<file path="src/rtl/cybit_pkg.sv">
package cybit_pkg;
    localparam logic [2:0] OP_AND  = 3'd0;
    localparam logic [2:0] OP_OR   = 3'd1;
    localparam logic [2:0] OP_XOR  = 3'd2;
    localparam logic [2:0] OP_SETB = 3'd3;
    localparam logic [2:0] OP_CLRB = 3'd4;
    localparam logic [2:0] OP_SETC = 3'd5;
    localparam logic [2:0] OP_CLRC = 3'd6;
    localparam logic [2:0] OP_NOTC = 3'd7;

    localparam logic [2:0] SRC_NONE = 3'd0;
    localparam logic [2:0] SRC_ACC  = 3'd1;
    localparam logic [2:0] SRC_PSW  = 3'd2;
    localparam logic [2:0] SRC_SFR  = 3'd3;
    localparam logic [2:0] SRC_DIR  = 3'd4;
    localparam logic [2:0] SRC_PTR  = 3'd5;

    localparam int FLAG_CY = 0;

    // padding clocks spent in ST_PAD per instruction class
    localparam int PAD_REG        = 2;
    localparam int PAD_LOGIC_FAST = 3;
    localparam int PAD_LOGIC_SLOW = 4;
    localparam int PAD_RMW_FAST   = 2;
    localparam int PAD_RMW_SLOW   = 4;

    typedef enum logic [2:0] {
        ST_IDLE, ST_READ, ST_PAD, ST_WRITE, ST_RETIRE, ST_FAULT
    } seq_st_e;
endpackage

</file>
<file path="src/rtl/cybit_plan.sv">
module cybit_plan
    import cybit_pkg::*;
#(
    parameter int             AW      = 16,
    parameter logic [AW-1:0]  FAST_LO = 'hFB00,
    parameter logic [AW-1:0]  FAST_HI = 'hFEFF,
    parameter int             PW      = 3
) (
    input  logic [2:0]    op,
    input  logic [2:0]    src,
    input  logic [AW-1:0] addr,
    output logic          valid,
    output logic          mem_use,
    output logic          mem_rmw,
    output logic [PW-1:0] pad
);
    logic logic_op, bit_op, cy_op, reg_src, mem_src, fast;

    always_comb begin
        logic_op = (op == OP_AND) || (op == OP_OR) || (op == OP_XOR);
        bit_op   = (op == OP_SETB) || (op == OP_CLRB);
        cy_op    = !logic_op && !bit_op;
        reg_src  = (src == SRC_ACC) || (src == SRC_PSW);
        mem_src  = (src == SRC_SFR) || (src == SRC_DIR) || (src == SRC_PTR);
        fast     = (src != SRC_SFR) && (addr >= FAST_LO) && (addr <= FAST_HI);
        valid    = cy_op ? (src == SRC_NONE) : (reg_src || mem_src);
        mem_use  = valid && !cy_op && mem_src;
        mem_rmw  = mem_use && bit_op;
        if (cy_op)
            pad = '0;
        else if (reg_src)
            pad = PW'(PAD_REG);
        else if (bit_op)
            pad = fast ? PW'(PAD_RMW_FAST) : PW'(PAD_RMW_SLOW);
        else
            pad = fast ? PW'(PAD_LOGIC_FAST) : PW'(PAD_LOGIC_SLOW);
    end
endmodule

</file>
<file path="src/rtl/cybit_alu.sv">
module cybit_alu
    import cybit_pkg::*;
#(
    parameter  int DW = 8,
    localparam int BW = $clog2(DW)
) (
    input  logic [2:0]    op,
    input  logic [BW-1:0] bidx,
    input  logic [DW-1:0] operand,
    input  logic          cy,
    output logic          cy_next,
    output logic [DW-1:0] byte_next
);
    logic sel;
    assign sel = operand[bidx];

    always_comb begin
        case (op)
            OP_AND:  cy_next = cy & sel;
            OP_OR:   cy_next = cy | sel;
            OP_XOR:  cy_next = cy ^ sel;
            OP_SETC: cy_next = 1'b1;
            OP_CLRC: cy_next = 1'b0;
            OP_NOTC: cy_next = ~cy;
            default: cy_next = cy;
        endcase
    end

    for (genvar g = 0; g < DW; g++) begin : g_bit
        assign byte_next[g] = (bidx != BW'(g)) ? operand[g] :
                              (op == OP_SETB)  ? 1'b1 :
                              (op == OP_CLRB)  ? 1'b0 : operand[g];
    end
endmodule

</file>
<file path="src/rtl/cybit_fsm.sv">
module cybit_fsm
    import cybit_pkg::*;
#(
    parameter int PW = 3
) (
    input  logic          clk,
    input  logic          rst_n,
    input  logic          start,
    input  logic          valid,
    input  logic          mem_use,
    input  logic          mem_rmw,
    input  logic [PW-1:0] pad,
    input  logic          mem_ready,
    output logic          idle,
    output logic          accept,
    output logic          done,
    output logic          err,
    output logic          mem_req,
    output logic          mem_we
);
    seq_st_e       st, nxt;
    logic          rmw_q;
    logic [PW-1:0] pad_q, cnt_q;

    always_comb begin
        nxt = st;
        unique case (st)
            ST_IDLE:
                if (start) begin
                    if (!valid)        nxt = ST_FAULT;
                    else if (mem_use)  nxt = ST_READ;
                    else if (pad != 0) nxt = ST_PAD;
                    else               nxt = ST_RETIRE;
                end
            ST_READ:
                if (mem_ready)
                    nxt = (pad_q != 0) ? ST_PAD : (rmw_q ? ST_WRITE : ST_RETIRE);
            ST_PAD:
                if (cnt_q == 0) nxt = rmw_q ? ST_WRITE : ST_RETIRE;
            ST_WRITE:
                if (mem_ready) nxt = ST_RETIRE;
            ST_RETIRE, ST_FAULT:
                nxt = ST_IDLE;
            default:
                nxt = ST_IDLE;
        endcase
    end

    always_ff @(posedge clk or negedge rst_n) begin
        if (!rst_n) st <= ST_IDLE;
        else        st <= nxt;
    end

    always_ff @(posedge clk or negedge rst_n) begin
        if (!rst_n) begin
            rmw_q <= 1'b0;
            pad_q <= '0;
            cnt_q <= '0;
        end else if (accept) begin
            rmw_q <= mem_rmw;
            pad_q <= pad;
            cnt_q <= pad - PW'(1);
        end else if (st == ST_READ && mem_ready) begin
            cnt_q <= pad_q - PW'(1);
        end else if (st == ST_PAD) begin
            cnt_q <= cnt_q - PW'(1);
        end
    end

    always_comb begin
        idle    = (st == ST_IDLE);
        accept  = idle && start;
        done    = (st == ST_RETIRE);
        err     = (st == ST_FAULT);
        mem_req = (st == ST_READ) || (st == ST_WRITE);
        mem_we  = (st == ST_WRITE);
    end

    // retirement is a single-clock pulse
    a_r9_done_single: assert property (@(posedge clk) disable iff (!rst_n)
        done |=> !done);
    // a completed write retires on the following clock
    a_r7_write_then_retire: assert property (@(posedge clk) disable iff (!rst_n)
        (mem_we && mem_ready) |=> done);
endmodule

</file>
<file path="src/rtl/cybit_unit.sv">
module cybit_unit
    import cybit_pkg::*;
#(
    parameter int             AW      = 16,
    parameter int             DW      = 8,
    parameter logic [AW-1:0]  FAST_LO = 'hFB00,
    parameter logic [AW-1:0]  FAST_HI = 'hFEFF
) (
    input  logic          clk,
    input  logic          rst_n,
    input  logic          start,
    input  logic [2:0]    op,
    input  logic [$clog2(DW)-1:0] bit_sel,
    input  logic [2:0]    src,
    input  logic [AW-1:0] addr,
    input  logic          ld_acc,
    input  logic          ld_psw,
    input  logic [DW-1:0] ld_data,
    output logic          mem_req,
    output logic          mem_we,
    output logic [AW-1:0] mem_addr,
    output logic [DW-1:0] mem_wdata,
    input  logic [DW-1:0] mem_rdata,
    input  logic          mem_ready,
    output logic          done,
    output logic          err,
    output logic [DW-1:0] acc_q,
    output logic [DW-1:0] psw_q
);
    localparam int BW = $clog2(DW);
    localparam int PW = 3;

    logic          valid, mem_use, mem_rmw, idle, accept, cy_next;
    logic [PW-1:0] pad;
    logic [2:0]    op_q, src_q;
    logic [BW-1:0] bidx_q;
    logic [AW-1:0] addr_q;
    logic [DW-1:0] rdata_q, operand, byte_next;

    cybit_plan #(.AW(AW), .FAST_LO(FAST_LO), .FAST_HI(FAST_HI), .PW(PW)) u_plan (
        .op(op), .src(src), .addr(addr),
        .valid(valid), .mem_use(mem_use), .mem_rmw(mem_rmw), .pad(pad)
    );

    cybit_fsm #(.PW(PW)) u_fsm (
        .clk(clk), .rst_n(rst_n), .start(start), .valid(valid),
        .mem_use(mem_use), .mem_rmw(mem_rmw), .pad(pad), .mem_ready(mem_ready),
        .idle(idle), .accept(accept), .done(done), .err(err),
        .mem_req(mem_req), .mem_we(mem_we)
    );

    always_comb begin
        if (src_q == SRC_ACC)      operand = acc_q;
        else if (src_q == SRC_PSW) operand = psw_q;
        else                       operand = rdata_q;
    end

    cybit_alu #(.DW(DW)) u_alu (
        .op(op_q), .bidx(bidx_q), .operand(operand), .cy(psw_q[FLAG_CY]),
        .cy_next(cy_next), .byte_next(byte_next)
    );

    assign mem_addr  = addr_q;
    assign mem_wdata = byte_next;

    always_ff @(posedge clk or negedge rst_n) begin
        if (!rst_n) begin
            op_q    <= '0;
            src_q   <= '0;
            bidx_q  <= '0;
            addr_q  <= '0;
            rdata_q <= '0;
        end else begin
            if (accept) begin
                op_q   <= op;
                src_q  <= src;
                bidx_q <= bit_sel;
                addr_q <= addr;
            end
            if (mem_req && !mem_we && mem_ready)
                rdata_q <= mem_rdata;
        end
    end

    always_ff @(posedge clk or negedge rst_n) begin
        if (!rst_n) begin
            acc_q <= '0;
            psw_q <= '0;
        end else if (idle && !start) begin
            if (ld_acc) acc_q <= ld_data;
            if (ld_psw) psw_q <= ld_data;
        end else if (done) begin
            if (op_q == OP_SETB || op_q == OP_CLRB) begin
                if (src_q == SRC_ACC)      acc_q <= byte_next;
                else if (src_q == SRC_PSW) psw_q <= byte_next;
            end else begin
                psw_q[FLAG_CY] <= cy_next;
            end
        end
    end

    // a stalled request keeps its address and direction
    a_r8_req_hold: assert property (@(posedge clk) disable iff (!rst_n)
        (mem_req && !mem_ready) |=> (mem_req && $stable(mem_addr) && $stable(mem_we)));
    // only set/clear instructions ever write memory
    a_r1_logic_no_write: assert property (@(posedge clk) disable iff (!rst_n)
        mem_we |-> (op_q == OP_SETB || op_q == OP_CLRB));
    // clear-carry leaves carry at zero after retiring
    a_r3_clrc_zero: assert property (@(posedge clk) disable iff (!rst_n)
        (done && op_q == OP_CLRC) |=> !psw_q[FLAG_CY]);
    // a rejected instruction leaves both registers alone
    a_r10_err_keeps_state: assert property (@(posedge clk) disable iff (!rst_n)
        err |=> ($stable(acc_q) && $stable(psw_q)));
endmodule

</file>
<file path="config.mk">
export PLATFORM = sky130hd
export DESIGN_NAME = cybit_unit
export DESIGN_NICKNAME = d
export VERILOG_FILES = /design/src/rtl/cybit_pkg.sv /design/src/rtl/cybit_plan.sv /design/src/rtl/cybit_alu.sv /design/src/rtl/cybit_fsm.sv /design/src/rtl/cybit_unit.sv
export SDC_FILE = /design/constraint.sdc
export NUM_CORES = 1
export LEC_CHECK = 0
export ABC_AREA = 1
export BUFFER_PORTS_ARGS = -buffer_cell sky130_fd_sc_hd__buf_2
export CAP_MARGIN = 20
export CORE_MARGIN = 4
export CORE_UTILIZATION = 54
export DETAILED_ROUTE_END_ITERATION = 6
export GPL_TIMING_DRIVEN = 0
export PLACE_DENSITY_LB_ADDON = 0.3
export SYNTH_ARGS = -nofsm -noshare
export SYNTH_HDL_FRONTEND = slang
export SYNTH_SLANG_ARGS = --single-unit
</file>
<file path="constraint.sdc">
create_clock -name clk -period 2.81 [get_ports clk]
set_input_delay 0 -clock clk [delete_from_list [all_inputs] [get_ports clk]]
set_output_delay 0 -clock clk [all_outputs]
set_load 0.01 [all_outputs]
</file>
== Word level (Yosys, flattened, before mapping) ==
Index checks and enable logic that the tools add are counted.
W data, S select, Z words.

* Register bits after elaboration: 59
* Input port bits: 47
* Output and inout port bits: 44
* Logic and storage cells: 165

* Add/sub/neg operators: 3
* Order comparisons: 3
* Eq/ne operators: 40
* Mux-type cells: 60
* Bitwise operators: 4
* Reduce and logical (&&, ||, !) cells: 43

{| class="wikitable"
|+ Operator list
! operator !! count
|-
| $mux W8 || 12
|-
| $mux W3 || 17
|-
| $eq A3 B2 Y1 const B || 9
|-
| $eq A3 B3 Y1 const B || 9
|-
| $mux W1 || 27
|-
| $ge A16 B16 Y1 const B || 1
|-
| $le A16 B16 Y1 const B || 1
|-
| $eq A3 B1 Y1 const B || 5
|-
| $logic_not A3 Y1 || 5
|-
| $ne A3 B3 Y1 const B || 5
|-
| $ne A3 B2 Y1 const B || 4
|-
| $pmux W3 S4 || 1
|-
| $reduce_bool A3 Y1 || 4
|-
| $logic_and A1 B1 Y1 || 11
|-
| $reduce_and A5 Y1 || 2
|-
| $logic_or A1 B1 Y1 || 9
|-
| $sub A3 B1 Y3 const B || 3
|-
| $ne A2 B2 Y1 const B || 4
|-
| $reduce_and A4 Y1 || 2
|-
| $reduce_bool A2 Y1 || 4
|-
| $reduce_bool A8 Y1 || 1
|-
| $mux W7 || 1
|-
| $ne A2 B1 Y1 const B || 3
|-
| $pmux W1 S6 || 1
|-
| other kinds (8) || 12
|}

== Longest topological paths before layout ==
* Depth in word-level cells: 13
* Mapped depth: 16
* Mapped depth without buffers: 16

== Hierarchy ==
Synthesis repeated with hierarchy kept, for this count alone.

* Cells, all modules: 429
* Area, all modules: 3489.6 um^2

{| class="wikitable"
|+ By module, submodules not included
! module !! instances !! cells each !! area each (um^2)
|-
| cybit_unit || 1 || 225 || 2312.2
|-
| cybit_fsm || 1 || 100 || 670.6
|-
| cybit_alu || 1 || 73 || 355.3
|-
| cybit_plan || 1 || 31 || 151.4
|}

== Worst setup path after synthesis ==
OpenSTA, ideal clock, no wires.

* Path type: register to register
* From: reg src_q[2]
* To: reg psw_q[0]
* Data arrival time: 1.839 ns
* Data required time: 2.688 ns
* Path slack: 0.849 ns
* Cell stages (with the launch flop): 17
* Path buffers: 1
* Clock period less this slack: 1.961 ns
* Cell sequence: dfrtp_1 -> inv_2 -> nand3_2 -> buf_2 -> nand3_1 -> nand2_1 -> nand2_1 -> nand2_1 -> nor2_1 -> nor2_1 -> ha_1 -> nand3_1 -> nand2_1 -> nand2_1 -> nand3_1 -> a21oi_1 -> a21oi_1

* Word-level cells in the longest chain between the ends: 11
* Elaborated cells between the ends (all ways): 21

{| class="wikitable"
|+ RTL lines
! element !! line !! RTL
|-
| start: declaration || cybit_unit.sv:35 || <nowiki>logic [2:0] op_q, src_q;</nowiki>
|-
| start signal: assignment || cybit_unit.sv:76 || <nowiki>src_q <= src;</nowiki>
|-
| branches (longest 11 deep; another with $mux W8) || -- ||
|-
| end signal: assignment || cybit_unit.sv:91 || <nowiki>if (ld_psw) psw_q <= ld_data;</nowiki>
|-
| end signal: assignment || cybit_unit.sv:95 || <nowiki>else if (src_q == SRC_PSW) psw_q <= byte_next;</nowiki>
|-
| end signal: indexed assignment || cybit_unit.sv:97 || <nowiki>psw_q[FLAG_CY] <= cy_next;</nowiki>
|-
| end: declaration || cybit_unit.sv:28 || <nowiki>output logic [DW-1:0] psw_q</nowiki>
|}

Parallel ways; which one is timed is not known. The select of a mux whose other input is x is not followed.
A chain may end at the register's enable or synchronous reset.

== Worst setup path after layout ==
Same ends and word-level chain as after synthesis.

==> flow_metrics.tcl <==
set metrics [dict create \
    synth_seq_cells 59 \
    synth_top_area_cell "dfrtp_1" \
    post-route-period-util_pct 84.10 \
    yosysTopAreaCellShare_pct 41.09 \
    grtUsageTotal_pct 28.36 \
    cts_tree "built" \
    p_leak_nw 2.708 \
    netlist_area_sq_mm 0.003593 \
    synth_edf_count 0 \
    syn_nets 562 \
    synthCells 512 \
    worstHoldPathType "primary input to flop" \
    crit_start "src_q[2]" \
    die_w_um 89.58 \
    max_clock_freq_mhz 423.1 \
    cp.required_ns 3.04 \
    dp.cells 680 \
    setup_violations 0 \
    r2r_cells 15 \
    final.fill_count 513 \
    tns_ns 0 \
    worst_pin_slew_ns 0.4779 \
    dr.pass1.iters 4 \
    crit_type "flop to flop" \
    yosysSeqAreaShare_pct 41.09 \
    synth-warning-count 0 \
    gp_congestion 0.9141 \
    end_kind "flop" \
    cts_buffers 9 \
    core_area_sq_mm 0.006422 \
    holdWs_ns 0.02143 \
    p_per_area_mw_per_mm2 1124 \
    post-synth-top-count-cell "nand2_1" \
    stdcell_area_sq_mm 0.004761 \
    grt_max_degree 42 \
    grt_pass1_vias 3795 \
    ff2ff_setup_slack_ns 0.45 \
    antenna_found_initial 0 \
    diodes 0 \
    rsz0062_at_grt "no" \
    drive_gt1_share_pct 24.55 \
    avgSynthCellArea_sq_um 7.018 \
    ir_drop_uv 700.8 \
    drv_cap 0 \
    root_buffer "clkbuf_8" \
    slew_headroom_pct 68.14 \
    final_cells 737 \
    hold_violations 0 \
    reg2reg_to "psw_q[0]" \
    timing.final.crit_period_ns 2.363 \
    cp_max_fo 10 \
    via_per_inst 5.232 \
    routedWlPerCell_um 14.48 \
    area_growth_pct 32.49 \
    grt_pass1_wl_mm 17.37 \
    grt-ovfl-total 0 \
    synth.top_cells.by_area "dfrtp_1 (41%), nand2_1 (22%), nand3_1 (7.7%)" \
    drtAntennaViolNets 0 \
    drv_slew 0 \
    drc_errors 0 \
    clock_path_buffers 2 \
    critPathLaunchType "flop" \
    die-area_sq_mm 0.008024 \
    routed_wl_mm 10.68 \
    portBuffers 90 \
    drtIter0Drc 247 \
    clock_sinks 59 \
    finalClockSkew_ns 0.008840 \
    endpoint "psw_q[0]" \
    status "finished clean" \
    fp-row-count 29 \
    htreeDepth 3 \
    placed_area_sq_mm 0.004160 \
    multi_input_area_sq_mm 0.001799 \
    synth_commonest_cells "nand2_1 (215), dfrtp_1 (59), nand3_1 (55), inv_1 (49), nor2_1 (29)" \
    clock_latency_ns 0.34 \
    via_count 3856 \
    hpwl_mm 7.414 \
    synth_flop_cell "dfrtp_1" \
    synth_cell_types 30 \
    cp.arrival_ns 2.59 \
    fin_nets 705 \
    clk_pin_slew_ns 0.07 \
    io_pins 91 \
    start_util_pct 55.95 \
    regArea_sq_mm 0.001476 \
    async_flop_share_pct 100.0 \
    die_h_um 89.58 \
    reg2reg_from "src_q[2]" \
]
## critical path, cell delays in order, from the launching register on
cell	delay (ns)
dfrtp_1	0.40
inv_2	0.18
nand3_2	0.16
inv_1	0.26
nand2_1	0.11
nand3_1	0.13
nand3_1	0.09
nor2_1	0.10
nor2_1	0.06
ha_1	0.27
nand3_1	0.09
nand2_1	0.05
nand2_1	0.05
nand3_1	0.06
a21oi_1	0.15
a21oi_1	0.08
## cell type report
cell class                      instances  share of cell area (%)
Clock inverter                          3                  0.4468
Multi-Input combinational cell        383                   37.79
Sequential cell                        59                   31.01
Inverter                               58                   4.678
Tap cell                               77                   2.024
Clock buffer                           13                   3.548
Timing Repair Buffer                  132                   18.50
Buffer                                 12                   1.997
## registers in the layout (all words and copies together), names as in the netlist
signal	count
mem_addr	16
bidx_q	3
u_fsm.st	3
op_q	3
psw_q	8
src_q	3
rdata_q	8
u_fsm.cnt_q	3
u_fsm.rmw_q	1
acc_q	8
u_fsm.pad_q	3
## cell families after synthesis
logic type	Yosys count	share of synthesized area (%)
simple gates	344	43.52
fa+ha+maj	3	1.045
buf+inv	70	8.844
compound gates	36	5.502
flops	59	41.09
## stage by stage
stage	setup slack (ns)	utilization [%]	power [mW]
floorplan	0.8486	-	3.573
global placement	0.5140	64.47	4.392
detailed placement	0.5030	64.78	4.495
CTS	0.4553	74.13	5.318
global route	0.2351	74.13	5.846
finish	0.4468	74.13	5.352
## metal layers
metal	share of wire, %	track usage [%]
met5	0	0
met4	2.3	10.01
met3	5.5	5.018
met2	52	51.66
met1	40	33.26
## layout by cell type (no fill, tap or decap), types with 4 or more instances in the layout
master and instances:
dlygate4sd3_1 41, buf_4 4, nor2_1 29, a21oi_1 7, inv_2 7, nand2_1 215, buf_2 94, or2_2 10
nand3_1 55, nor2_2 4, o21ai_0 24, nand3_2 6, dfrtp_1 59, buf_6 4, clkbuf_8 12, nand4_1 9
inv_1 49
## worst min-delay path by stage
| stage | start | slack (ns) | endpoint | cells after the start |
|---|---|---|---|---|
| floorplan | rst_n | -0.30 | acc_q[0] | 0 |
| global placement | addr[5] | 0.19 | mem_addr[5] | 3 |
| CTS | ld_data[1] | 0.003 | acc_q[1] | 4 |
| global route | ld_data[1] | 0.04 | acc_q[1] | 4 |
| detailed placement | rst_n | -0.02 | psw_q[5] | 1 |
| finish | ld_data[1] | 0.02 | acc_q[1] | 4 |
## where the power goes
part | internal, mW | leakage (nW) | switching [mW]
clock network | 0.393 | 0.0956 | 0.364
logic | 1.12 | 1.88 | 1.91
registers | 1.25 | 0.735 | 0.315
## repair_timing
item | CTS | global route
setup buffers | 0 | 0
resized for setup | 0 | 0
hold buffers | 41 | 0
hold endpoints to repair | 59 | 0
Note: power is estimated with default switching activity, not from simulation.
